===== src/rtl/rand_byte_periph.sv =====
module rand_byte_periph #(
  parameter int ADDR_W = 12,
  parameter logic [15:0] LFSR_SEED = 16'hACE1,
  parameter logic [7:0] MODE_RUN = 8'h02
) (
  input  logic              clk,
  input  logic              rst_n,
  input  logic              rd_en,
  input  logic              wr_en,
  input  logic [ADDR_W-1:0] addr,
  input  logic [7:0]        wdata,
  output logic [7:0]        rdata
);
  localparam logic [ADDR_W-1:0] OFF_CTL  = ADDR_W'(0);
  localparam logic [ADDR_W-1:0] OFF_DATA = ADDR_W'(4);
  localparam logic [ADDR_W-1:0] OFF_MODE = ADDR_W'(8);

  logic [7:0]  ctl_q, byte_q, mode_q, rdata_q;
  logic [15:0] lfsr_q;

  wire armed   = ctl_q[0] && (mode_q == MODE_RUN);
  wire hit_ctl = addr == OFF_CTL;
  wire hit_dat = addr == OFF_DATA;
  wire hit_mod = addr == OFF_MODE;
  wire rd_ctl  = rd_en && hit_ctl;
  wire rd_dat  = rd_en && hit_dat;
  wire rd_mod  = rd_en && hit_mod;
  wire wr_ok   = wr_en && !rd_en;
  wire lfsr_fb = lfsr_q[15] ^ lfsr_q[13] ^ lfsr_q[12] ^ lfsr_q[10];

  assign rdata = rdata_q;

  always_ff @(posedge clk) begin
    if (!rst_n) begin
      ctl_q   <= '0;
      byte_q  <= '0;
      mode_q  <= '0;
      rdata_q <= '0;
      lfsr_q  <= LFSR_SEED;
    end else begin
      lfsr_q  <= {lfsr_q[14:0], lfsr_fb};
      rdata_q <= '0;
      if (rd_ctl) begin
        if (!armed) begin
          ctl_q[1] <= 1'b0;
          rdata_q  <= {ctl_q[7:2], 1'b0, ctl_q[0]};
        end else if (!ctl_q[1]) begin
          byte_q   <= lfsr_q[7:0];
          ctl_q[1] <= 1'b1;
          rdata_q  <= {ctl_q[7:2], 1'b1, ctl_q[0]};
        end else begin
          rdata_q  <= ctl_q;
        end
      end
      if (rd_dat && armed && ctl_q[1]) begin
        rdata_q  <= byte_q;
        byte_q   <= '0;
        ctl_q[1] <= 1'b0;
      end
      if (rd_mod) rdata_q <= mode_q;
      if (wr_ok && hit_ctl) ctl_q <= {wdata[7:2], ctl_q[1], wdata[0]};
      if (wr_ok && hit_mod) mode_q <= wdata;
    end
  end


  p_disarmed_clear_r4: assert property (@(posedge clk) disable iff (!rst_n)
    rd_ctl && !armed |=> !ctl_q[1]);

  p_valid_rise_r5: assert property (@(posedge clk) disable iff (!rst_n)
    $rose(ctl_q[1]) |-> $past(rd_ctl && armed));
  p_load_byte_r5: assert property (@(posedge clk) disable iff (!rst_n)
    rd_ctl && armed && !ctl_q[1] |=> byte_q == $past(lfsr_q[7:0]));

  p_consume_r6: assert property (@(posedge clk) disable iff (!rst_n)
    rd_dat && armed && ctl_q[1] |=> !ctl_q[1] && byte_q == 8'h00);

  p_valid_kept_r7: assert property (@(posedge clk) disable iff (!rst_n)
    wr_ok && hit_ctl |=> ctl_q[1] == $past(ctl_q[1]));

  p_unmapped_zero_r9: assert property (@(posedge clk) disable iff (!rst_n)
    rd_en && !hit_ctl && !hit_dat && !hit_mod |=> rdata == 8'h00);

  p_lfsr_live_r10: assert property (@(posedge clk) disable iff (!rst_n)
    lfsr_q != 16'h0000);
endmodule


===== config.mk =====
export PLATFORM = sky130hd
export DESIGN_NAME = rand_byte_periph
export DESIGN_NICKNAME = d
export VERILOG_FILES = /design/src/rtl/rand_byte_periph.sv
export SDC_FILE = /design/constraint.sdc
export NUM_CORES = 1
export LEC_CHECK = 0
export CORE_MARGIN = 2
export CORE_UTILIZATION = 45
export CTS_BUF_LIST = sky130_fd_sc_hd__clkbuf_4
export CTS_CLUSTER_SIZE = 40
export DETAILED_ROUTE_END_ITERATION = 16
export PLACE_DENSITY_LB_ADDON = 0.1
export SYNTH_ARGS = -nofsm -noshare
export SYNTH_HDL_FRONTEND = slang
export SYNTH_SLANG_ARGS = --single-unit

===== constraint.sdc =====
create_clock -name clk -period 1.7 [get_ports clk]
set_input_delay 0.34 -clock clk [delete_from_list [all_inputs] [get_ports clk]]
set_output_delay 0.34 -clock clk [all_outputs]
set_load 0.005 [all_outputs]

Word level (Yosys, flattened, before mapping)
Index checks and enable logic that the tools add are counted.

storage, ports and cells
  bits in registers = 48
  input bits = 24
  word-level logic and storage cells = 37

cells by class
  reductions and logical operators = 15
  equal/unequal tests = 3
  multiplexer cells = 7
  bitwise logic cells = 6

operator list
  cell                                                                     number
  8-bit two-way mux                                                        3
  12-bit by 3-bit equality test with 1-bit output (second input constant)  1
  12-bit by 4-bit equality test with 1-bit output (second input constant)  1
  12-bit logical NOT                                                       1
  1-bit logical AND                                                        9
  8-bit by 2-bit equality test with 1-bit output (second input constant)   1
  1-bit two-way mux                                                        3
  1-bit inverter                                                           3
  3-bit AND reduction                                                      1
  1-bit XOR                                                                3
  2-bit two-way mux                                                        1
  2-bit AND reduction                                                      1
  2-bit nonzero test                                                       1
  2-bit OR reduction                                                       1
  1-bit logical NOT                                                        1

Depth between registers and ports, before layout
Gate-level depths: netlist of the first run.

  depth after elaboration = 6
  gate-level depth with buffers = 5
  depth with buffers taken out = 4

Worst setup path before layout of the first run
OpenSTA, ideal clock, no wires.

  path type = input port to flip-flop
  from = input addr[11]
  to = register byte_q[4]
  cell stages on the path = 4
  arrival = 1.471 ns
  setup time = 0.117 ns
  path slack = 0.112 ns
  buffers on the path = 0
  path through = nor4_4 -> nand3_1 -> o31a_1 -> a22o_1

on the way
  cells in the longest elaborated chain, start to end = 5

RTL lines
  element                                          RTL line  RTL
  start, declared                                  10        input logic [ADDR_W-1:0] addr,
  12-bit by 3-bit equality test with 1-bit output  23        wire hit_dat = addr == OFF_DATA;
  1-bit logical AND                                26        wire rd_dat = rd_en && hit_dat;
  1-bit logical AND (2 in a row)                   55        if (rd_dat && armed && ctl_q[1]) begin
  2-bit OR reduction (no line)                     --
  end signal, assigned                             48        byte_q <= lfsr_q[7:0];
  end, declared                                    18        logic [7:0] ctl_q, byte_q, mode_q, rdata_q;

Parallel ways exist; a longest one is shown, timed or not.
A chain may end at the register's enable or synchronous reset.

Worst setup path after layout of the first run
  from = input addr[7]
  to = register ctl_q[5]

on the way
  cells in the longest elaborated chain, start to end = 2

RTL lines
  element               RTL line  RTL
  12-bit logical NOT    22        wire hit_ctl = addr == OFF_CTL;
  1-bit logical AND     61        if (wr_ok && hit_ctl) ctl_q <= {wdata[7:2], ctl_q[1], wdata[0]};
  end signal, assigned  61
  end, declared         18

No other way between the ends.

==> results of run 1 <==
## critical path, cell delays in order
cell             delay (ns)
clkdlybuf4s50_1        0.44
nor4_4                 0.22
nand4b_1               0.19
nor4b_2                0.29
buf_4                  0.23
mux2i_1                0.20
## path summary, 6_finish.rpt
kind	start	to	slack, ns	cells past startpoint
worst min-delay path	lfsr_q[9]	lfsr_q[10]	0.42	1
worst max-delay path	addr[7]	ctl_q[5]	0.09	6
worst max register to register	mode_q[5]	byte_q[6]	0.10	4
worst min register to register	lfsr_q[9]	lfsr_q[10]	0.42	1
## logic make-up after synthesis
kind of cell,share of synthesized area
buffers and inverters,0.02073
AND/OR/NAND/NOR,0.2336
flip-flops,0.5308
XOR/XNOR,0.01935
AO/OA/AOI/OAI,0.1127
multiplexers,0.08293
## registers in the layout, summed over array words and instances (netlist names)
signal,cells
lfsr_q,16
byte_q,8
ctl_q,8
mode_q,8
rdata,8
## placed cells by master (no fill, tap or decap)
| cell | count |
|---|---|
| a21oi_1 | 2 |
| and3_1 | 1 |
| nand3_1 | 3 |
| mux2i_1 | 15 |
| nand4b_1 | 1 |
| nor4bb_1 | 1 |
| clkbuf_4 | 5 |
| nor4_4 | 4 |
| bufinv_16 | 2 |
| a22oi_1 | 3 |
| and4b_1 | 1 |
| nand4_1 | 1 |
| nand2_1 | 18 |
| o32ai_1 | 1 |
| dlymetal6s2s_1 | 3 |
| nor4b_2 | 1 |
| buf_4 | 15 |
| nor3_2 | 1 |
| and4_1 | 4 |
| dfxtp_1 | 48 |
| nand2b_1 | 7 |
| buf_6 | 1 |
| buf_12 | 1 |
| clkdlybuf4s50_1 | 24 |
| o22a_1 | 1 |
| and2_1 | 9 |
| xor2_1 | 3 |
| nor2_1 | 10 |
| o31a_1 | 1 |
| a22o_1 | 8 |
| and4bb_1 | 1 |
| a221o_1 | 4 |
| xnor2_1 | 1 |
| o2bb2ai_1 | 3 |
| dlygate4sd2_1 | 4 |
| inv_6 | 1 |
| nor2b_1 | 1 |
| a211o_1 | 1 |
| nand4_2 | 1 |
| inv_1 | 2 |
## report_power, final
part | internal, µW | switching [µW] | leakage, µW | total (µW)
Sequential | 1150 | 11.7 | 0.000391 | 1160
Combinational | 82.3 | 62.8 | 0.000538 | 145
Clock | 463 | 380 | 0.0000558 | 844
## timing repair
| item | CTS | global route |
|---|---|---|
| setup endpoints to repair | 15 | 19 |
| buffers inserted | 0 | 1 |
| hold buffers | 0 | 0 |
| gates resized for setup | 4 | 5 |
| hold endpoints to repair | 0 | 0 |
| pin swaps | 5 | 6 |
## metrics by stage
step	area, µm²	setup slack (ns)	TNS [ns]	instances
detailed placement	2292	-0.4529	-10.76	255
finish	2421	0.09018	0	264
global route	2421	0.01188	0	264
global placement	2292	-0.3822	-9.505	255
floorplan	1810	0.1122	0	165
CTS	2394	0.02506	0	263
## layer usage
layer / vias to the layer above / routed length (µm) / global-route usage
li1: 693 / - / -
met1: 677 / 1720 / 0.2429
met2: 37 / 1866 / 0.3106
met3: 6 / 255 / 0.05833
met4: 0 / 56 / 0.05357
met5: - / 0 / 0
## area by class of cell
type / count / share of cell area
clock buffers: 5 / 0.01550
clock inverters: 3 / 0.02842
inverters: 2 / 0.003101
multi-input cells: 108 / 0.3416
flip-flops and latches: 48 / 0.3969
well taps: 50 / 0.02584
repair buffers: 48 / 0.1886
==> summary.md, run 1 <==
| Metric | Value |
|---|---|
| Maximum vdd drop | 0.6078 mV |
| IO Count | 32 |
| Detailed placement HPWL | 2.872 mm |
| FF+latch area | 960.9 µm² |
| Std-Cell Core Area | 0.003943 mm² |
| Die Ht | 67.43 µm |
| Die ar. | 0.004547 mm² |
| Number of remaining DRC errors | 0 |
| Util after Layout | 0.6141 |
| Commonest cells post-synth | dfxtp_1 (48), nand2_1 (18), mux2i_1 (15), nor2_1 (10), and2_1 (9) |
| Synth area leaders | dfxtp_1 (53%), mux2i_1 (8.3%), a22o_1 (3.9%) |
| Final Max Tran Viols | 0 |
| Synth top area share | 0.5308 |
| Total power | 2153 µW |
| Clock Tree Root | clkbuf_4 |
| Area Growth Syn to Fin | 33.72% |
| FF+latch count, synth | 48 |
| Vias | 1413 |
| Fill count | 336 |
| WL/cell | 14.77 µm |
| Fin. Hold Viols | 0 |
| Ys flop type | dfxtp_1 |
| Maxcap violations | 0 |
| Crit path max fanout | 7 |
| CP arrival | 1.91 ns |
| Total GRT Usage | 0.1901 |
| Layout Nets | 237 |
| Pleak | 0.0009849 µW |
| Hold slack | 0.4200 ns |
| Area occupied by multi-input gates | 827.0 µm² |
| Starting DRT DRC Count | 54 |
| CTS tree | built |
| PD cells | 889.2 mW/mm² |
| Final setup vio count | 0 |
| Antenna viol nets, final | 0 |
| Diodes inserted | 0 |
| Clock sinks | 48 |
| Area of the mapped netlist | 0.001810 mm² |
| Outcome | finished, final reports clean |
| Layout cell share with drive strength beyond 1 | 0.1495 |
| Post-route clock period utilization | 0.9470 |
| Vias in the first global route | 1346 |
| Crit Path Class | input pin to flip-flop |
| GPL Wtd Cong | 0.7713 |
| Worst rel slew slack | 0.6570 |
| Register area share after synthesis | 0.5308 |
| Clk_lat worst skew | 0.37 ns |
| Synthesized Nets | 189 |
| Final Critical Period | 1.610 ns |
| H-tree depth | 2 |
| Grt total ovfl | 0 |
| Avg Inst Size Synth | 10.97 µm² |
| CTS Buf Count | 5 |
| Initial Utilization | 0.4592 |
| Floorplan die width | 67.43 µm |
| Slew @ Worst Pin | 0.5135 ns |
| Fmax achieved | 621.2 MHz |
| Number of vias per cell | 5.352 |
| Clock tree buffer depth | 2 |
| Initial antenna violation count | 0 |
| Drt total wl | 3.898 mm |
| Mapped Cells | 165 |
| Hold Crit Class | flip-flop to flip-flop |
| Row count | 23 |
| Synth unique cells | 34 |
| Asr flop ratio synth | 0 |
| TritonRoute pass-1 iters | 4 |
| First-pass GRT wire length | 6.320 mm |
| Area leader, netlist | dfxtp_1 |
| Largest net degree at the start of global routing | 23 |
| Port buffer count | 31 |
| Worst-path clk slew | 0.16 ns |
| Count leader, synth | dfxtp_1 |
| Clock skew | 0.01700 ns |
| Synth warn | 0 |
| Crit. End Element | flip-flop |
| Req. time, crit path | 2.00 ns |
| Critical Path Start Type | input pin |
| RSZ-0062 raised after global routing | false |
| Post-synth EDFFs | 0 |
No activity file was read; power rests on OpenSTA's default activity.
==> run 2: changes to the inputs <==
--- a/config.mk
+++ b/config.mk
@@ -5,12 +5,12 @@
 export SDC_FILE = /design/constraint.sdc
 export NUM_CORES = 1
 export LEC_CHECK = 0
-export CORE_MARGIN = 2
 export CORE_UTILIZATION = 45
 export CTS_BUF_LIST = sky130_fd_sc_hd__clkbuf_4
 export CTS_CLUSTER_SIZE = 40
 export DETAILED_ROUTE_END_ITERATION = 16
-export PLACE_DENSITY_LB_ADDON = 0.1
+export PLACE_DENSITY = 0.68
+export SLEW_MARGIN = 30
 export SYNTH_ARGS = -nofsm -noshare
 export SYNTH_HDL_FRONTEND = slang
 export SYNTH_SLANG_ARGS = --single-unit
==> summary.md, run 2 (synthesis gave the netlist of run 1 again) <==
| Metric | Value |
|---|---|
| Total GRT Usage | 0.2013 |
| Outcome | finished, final reports clean |
| Top reg by flops | lfsr_q |
| Diodes inserted | 0 |
| Drt total wl | 3.787 mm |
| Hold Crit Start | lfsr_q[9] |
| Final WS setup | 0.06541 ns |
| PD cells | 744.9 mW/mm² |
| CP arrival | 1.88 ns |
| CTS Buf Count | 5 |
| Hold slack | 0.4272 ns |
| Die ar. | 0.004281 mm² |
| Max reg flops | 16 |
| Slew @ Worst Pin | 0.4497 ns |
| Place WS | -0.3855 ns |
| Maxcap violations | 0 |
| Worst-path clk slew | 0.12 ns |
| Final Critical Period | 1.635 ns |
| GPL Wtd Cong | 0.7801 |
| R2r startpoint | mode_q[5] |
| Post-route clock period utilization | 0.9615 |
| Layout Nets | 242 |
| Antenna viol nets, final | 0 |
| Starting DRT DRC Count | 45 |
| Row count | 22 |
| Floorplan die width | 65.43 µm |
| Clock sinks | 48 |
| Layout cell share with drive strength beyond 1 | 0.1606 |
| TritonRoute pass-1 iters | 4 |
| H-tree depth | 2 |
| Vias in the first global route | 1393 |
| Crit. End Element | flip-flop |
| Port buffer count | 31 |
| Most common cell after layout, fill and taps aside | dfxtp_1 |
| Initial Utilization | 0.4801 |
| First-pass GRT wire length | 6.382 mm |
| Clock Tree Root | clkbuf_4 |
| Most frequent cells in the layout | dfxtp_1 (48), clkdlybuf4s50_1 (25), buf_4 (22), nand2_1 (18), mux2i_1 (15) |
| Critical Path Start Type | flip-flop |
| WL/cell | 14.24 µm |
| Worst rel slew slack | 0.6996 |
| Final Max Tran Viols | 0 |
| Clk_lat worst skew | 0.35 ns |
| Req. time, crit path | 1.95 ns |
| Final setup vio count | 0 |
| Fmax achieved | 611.8 MHz |
| Crit Path Class | flip-flop to flip-flop |
| Die Ht | 65.43 µm |
| Largest net degree at the start of global routing | 18 |
| Fin. Hold Viols | 0 |
| Clock tree buffer depth | 2 |
| Hold Crit Class | flip-flop to flip-flop |
| Std-Cell Core Area | 0.003771 mm² |
| Number of remaining DRC errors | 0 |
| Pleak | 0.0009746 µW |
| CTS tree | built |
| Maximum vdd drop | 0.4963 mV |
| RSZ-0062 raised after global routing | false |
| Grt total ovfl | 0 |
| Critical path origin | mode_q[5] |
| IO Count | 32 |
| Area Growth Syn to Fin | 31.79% |
| Crit path max fanout | 8 |
| Initial antenna violation count | 0 |
| Clock skew | 0.005237 ns |
| Util after Layout | 0.6327 |
| Detailed placement HPWL | 2.902 mm |
| Number of vias per cell | 5.368 |
| Vias | 1428 |
==> run 2: cell count changes in the layout (fill, tap and decap cells not counted) <==
cell             delta
dlygate4sd2_1       -1
clkinv_1            +2
nor4bb_1            -1
buf_4               +7
bufinv_16           -2
buf_12              -1
inv_6               -1
nor4bb_2            +1
clkdlybuf4s50_1     +1
buf_6               -1
==> run 2: worst max-delay path: stages (launching register included) <==
cell and delay [ns]:
dfxtp_1 0.38, nor4_4 0.33, nand4_2 0.18, o31a_1 0.38, a22o_1 0.27
==> run 2: report_power, final <==
| part | internal, µW | switching (µW) | total, µW |
|---|---|---|---|
| logic | 86.6 | 62.5 | 149 |
| clock network | 145 | 319 | 464 |
| registers | 1150 | 12.5 | 1160 |
==> run 2: final timing paths <==
path	endpoint	slack (ns)	depth (start not counted)
worst max-delay path	byte_q[3]	0.07	4
worst min-delay path	lfsr_q[10]	0.43	1
worst max register to register	byte_q[3]	0.07	4
worst min register to register	lfsr_q[10]	0.43	1
==> run 2: layer usage <==
| layer | up-vias | global-route usage | share of wire |
|---|---|---|---|
| met1 | 689 | 0.2511 | 0.45 |
| met4 | 0 | 0.06522 | 0.013 |
| met3 | 5 | 0.04688 | 0.045 |
| met5 | - | 0 | 0 |
| met2 | 36 | 0.3402 | 0.49 |
| li1 | 698 | - | - |
==> run 2: repair_timing <==
action	in CTS	in global routing
gates resized for setup	4	4
pin swaps	5	6
cloned	0	0
setup buffers	0	2
setup endpoints to repair	9	31
hold buffers	0	0
==> run 2: cell type report <==
type                            instances  area [µm²]
Sequential cell                        48       960.9
Clock inverter                          2       7.507
Multi-Input combinational cell        108       833.3
Timing Repair Buffer                   53       479.2
Inverter                                2       7.507
Clock buffer                            5       37.54
Tap cell                               48       60.06
Fill cell                             303        1385
==> run 2: metrics by stage <==
stage	std cells	area (µm²)	power [µW]	TNS (ns)
after floorplan	165	1810	1245	0
after global placement	257	2307	1335	-8.902
after detailed placement	257	2307	1340	-10.32
after CTS	264	2357	1793	0
after global routing	266	2386	1849	0
final	266	2386	1777	0
==> run 3: changes to the inputs <==
--- a/config.mk
+++ b/config.mk
@@ -5,11 +5,12 @@
 export SDC_FILE = /design/constraint.sdc
 export NUM_CORES = 1
 export LEC_CHECK = 0
-export CORE_UTILIZATION = 45
+export CORE_UTILIZATION = 54
 export CTS_BUF_LIST = sky130_fd_sc_hd__clkbuf_4
 export CTS_CLUSTER_SIZE = 40
 export DETAILED_ROUTE_END_ITERATION = 16
-export PLACE_DENSITY = 0.68
+export PLACE_DENSITY = 0.8
+export SKIP_CTS_REPAIR_TIMING = 1
 export SLEW_MARGIN = 30
 export SYNTH_ARGS = -nofsm -noshare
 export SYNTH_HDL_FRONTEND = slang
==> summary.md, run 3 (synthesis gave the netlist of run 1 again) <==
| Metric | Value |
|---|---|
| CP arrival | 1.94 ns |
| Starting DRT DRC Count | 71 |
| Floorplan die width | 59.90 µm |
| Largest net degree at the start of global routing | 22 |
| Hold Crit Class | flip-flop to flip-flop |
| Total GRT Usage | 0.2481 |
| Clock sinks | 48 |
| Crit. End Element | flip-flop |
| CTS Buf Count | 5 |
| Aggregate negative setup slack | 0 ns |
| Slew @ Worst Pin | 0.5080 ns |
| Hold EP | lfsr_q[10] |
| Reg2Reg Depth | 4 |
| Fmax achieved | 596.0 MHz |
| Fin. Hold Viols | 0 |
| Diodes inserted | 0 |
| Most common cell after layout, fill and taps aside | dfxtp_1 |
| Outcome | finished, final reports clean |
| Crit Path Class | input pin to flip-flop |
| Grt total ovfl | 0 |
| H-tree depth | 2 |
| Top reg by flops | lfsr_q |
| Vias in the first global route | 1454 |
| Initial antenna violation count | 0 |
| Hold slack | 0.4303 ns |
| Final Cell Area | 0.002372 mm² |
| Most frequent cells in the layout | dfxtp_1 (47), clkdlybuf4s50_1 (24), nand2_1 (18), mux2i_1 (15), buf_4 (14) |
| Detailed placement HPWL | 2.870 mm |
| Hold Crit Start | lfsr_q[9] |
| Antenna viol nets, final | 0 |
| Port buffer count | 31 |
| Clock Tree Root | clkbuf_4 |
| Crit path max fanout | 8 |
| Layout Nets | 236 |
| Post-route clock period utilization | 0.9870 |
| Number of vias per cell | 5.533 |
| Clock tree buffer depth | 2 |
| Maximum vdd drop | 0.6955 mV |
| CTS tree | built |
| Layout cell share with drive strength beyond 1 | 0.1455 |
| RR Endpoint | byte_q[7] |
| Worst-path clk slew | 0.12 ns |
| Final Max Tran Viols | 0 |
| Die Ht | 59.90 µm |
| Final Critical Period | 1.678 ns |
| TritonRoute pass-1 iters | 4 |
| Std-Cell Core Area | 0.003128 mm² |
| Fin cells | 257 |
| Vias | 1422 |
| Req. time, crit path | 1.96 ns |
| Row count | 20 |
| IO Count | 32 |
| Initial Utilization | 0.5788 |
| Clk_lat worst skew | 0.37 ns |
| Worst rel slew slack | 0.6606 |
| Critical Path Start Type | input pin |
| Placed Instance Area | 0.002277 mm² |
| Number of remaining DRC errors | 0 |
| R2r startpoint | mode_q[5] |
| First-pass GRT wire length | 6.458 mm |
| Final setup vio count | 0 |
| PD cells | 770.7 mW/mm² |
| Drt total wl | 3.966 mm |
| Worst R2R Setup Slack | 0.03 ns |
| Pleak | 0.0009846 µW |
| Hold Crit Depth | 1 |
| Area Growth Syn to Fin | 31.03% |
| Die ar. | 0.003588 mm² |
| WL/cell | 15.43 µm |
| Max reg flops | 16 |
| Placed Cells | 248 |
| GPL Wtd Cong | 0.7891 |
| Clock skew | 0.01397 ns |
| Maxcap violations | 0 |
-- run 3: cell types whose count changed in the layout (fill, tap and decap cells not counted), sizes merged --
cell,previous run,this run
buf,22,16
clkbuf,5,6
clkdlybuf4s50,25,24
clkinv,2,1
clkinvlp,0,1
dlygate4sd2,3,0
dlymetal6s2s,3,7
-- run 3: layer usage --
metal	track usage	vias up	wire length, µm
met4	0.1130	0	106
met3	0.07143	10	271
met1	0.2922	673	1667
li1	-	689	-
met5	0	-	0
met2	0.4159	50	1921
-- run 3: worst max-delay path by stage --
| stage | start | endpoint | slack [ns] |
|---|---|---|---|
| 2_1_floorplan | addr[11] | byte_q[4] | 0.11 |
| 3_3_place_gp | addr[11] | ctl_q[0] | -0.36 |
| 3_5_place_dp | addr[11] | ctl_q[4] | -0.45 |
| 4_1_cts | addr[11] | ctl_q[4] | -0.06 |
| 5_1_grt | mode_q[5] | byte_q[6] | -0.05 |
| 6_report | addr[3] | byte_q[7] | 0.02 |
-- run 3: layout make-up --
type                            instances  area, µm²
Fill cell                             208      755.7
Clock inverter                          2      11.26
Clock buffer                            6      45.04
Inverter                                2      7.507
Sequential cell                        48      962.2
Multi-Input combinational cell        108      827.0
Timing Repair Buffer                   47      464.2
Tap cell                               44      55.05
-- run 3: worst max-delay path, cell delays in order --
cell	delay (ns)
clkdlybuf4s50_1	0.45
and4bb_1	0.30
nand4_2	0.14
o31a_1	0.43
a22o_1	0.28
-- run 3: report_power, final --
part           switching, µW  internal [µW]  leakage, µW  total, µW
Combinational           63.7           85.1     0.000564        149
Sequential              12.9           1150     0.000392       1160
Clock                    341            174    0.0000293        515
Total                    418           1410     0.000985       1830
-- run 3: per-stage QoR --
stage               setup WS (ns)  total power [µW]    util
finish                    0.02216              1828  0.7584
global route             -0.05490              1905  0.7584
CTS                      -0.06273              1846  0.7460
detailed placement        -0.4508              1339  0.7280
global placement          -0.3569              1334  0.7280
floorplan                  0.1122              1245       -
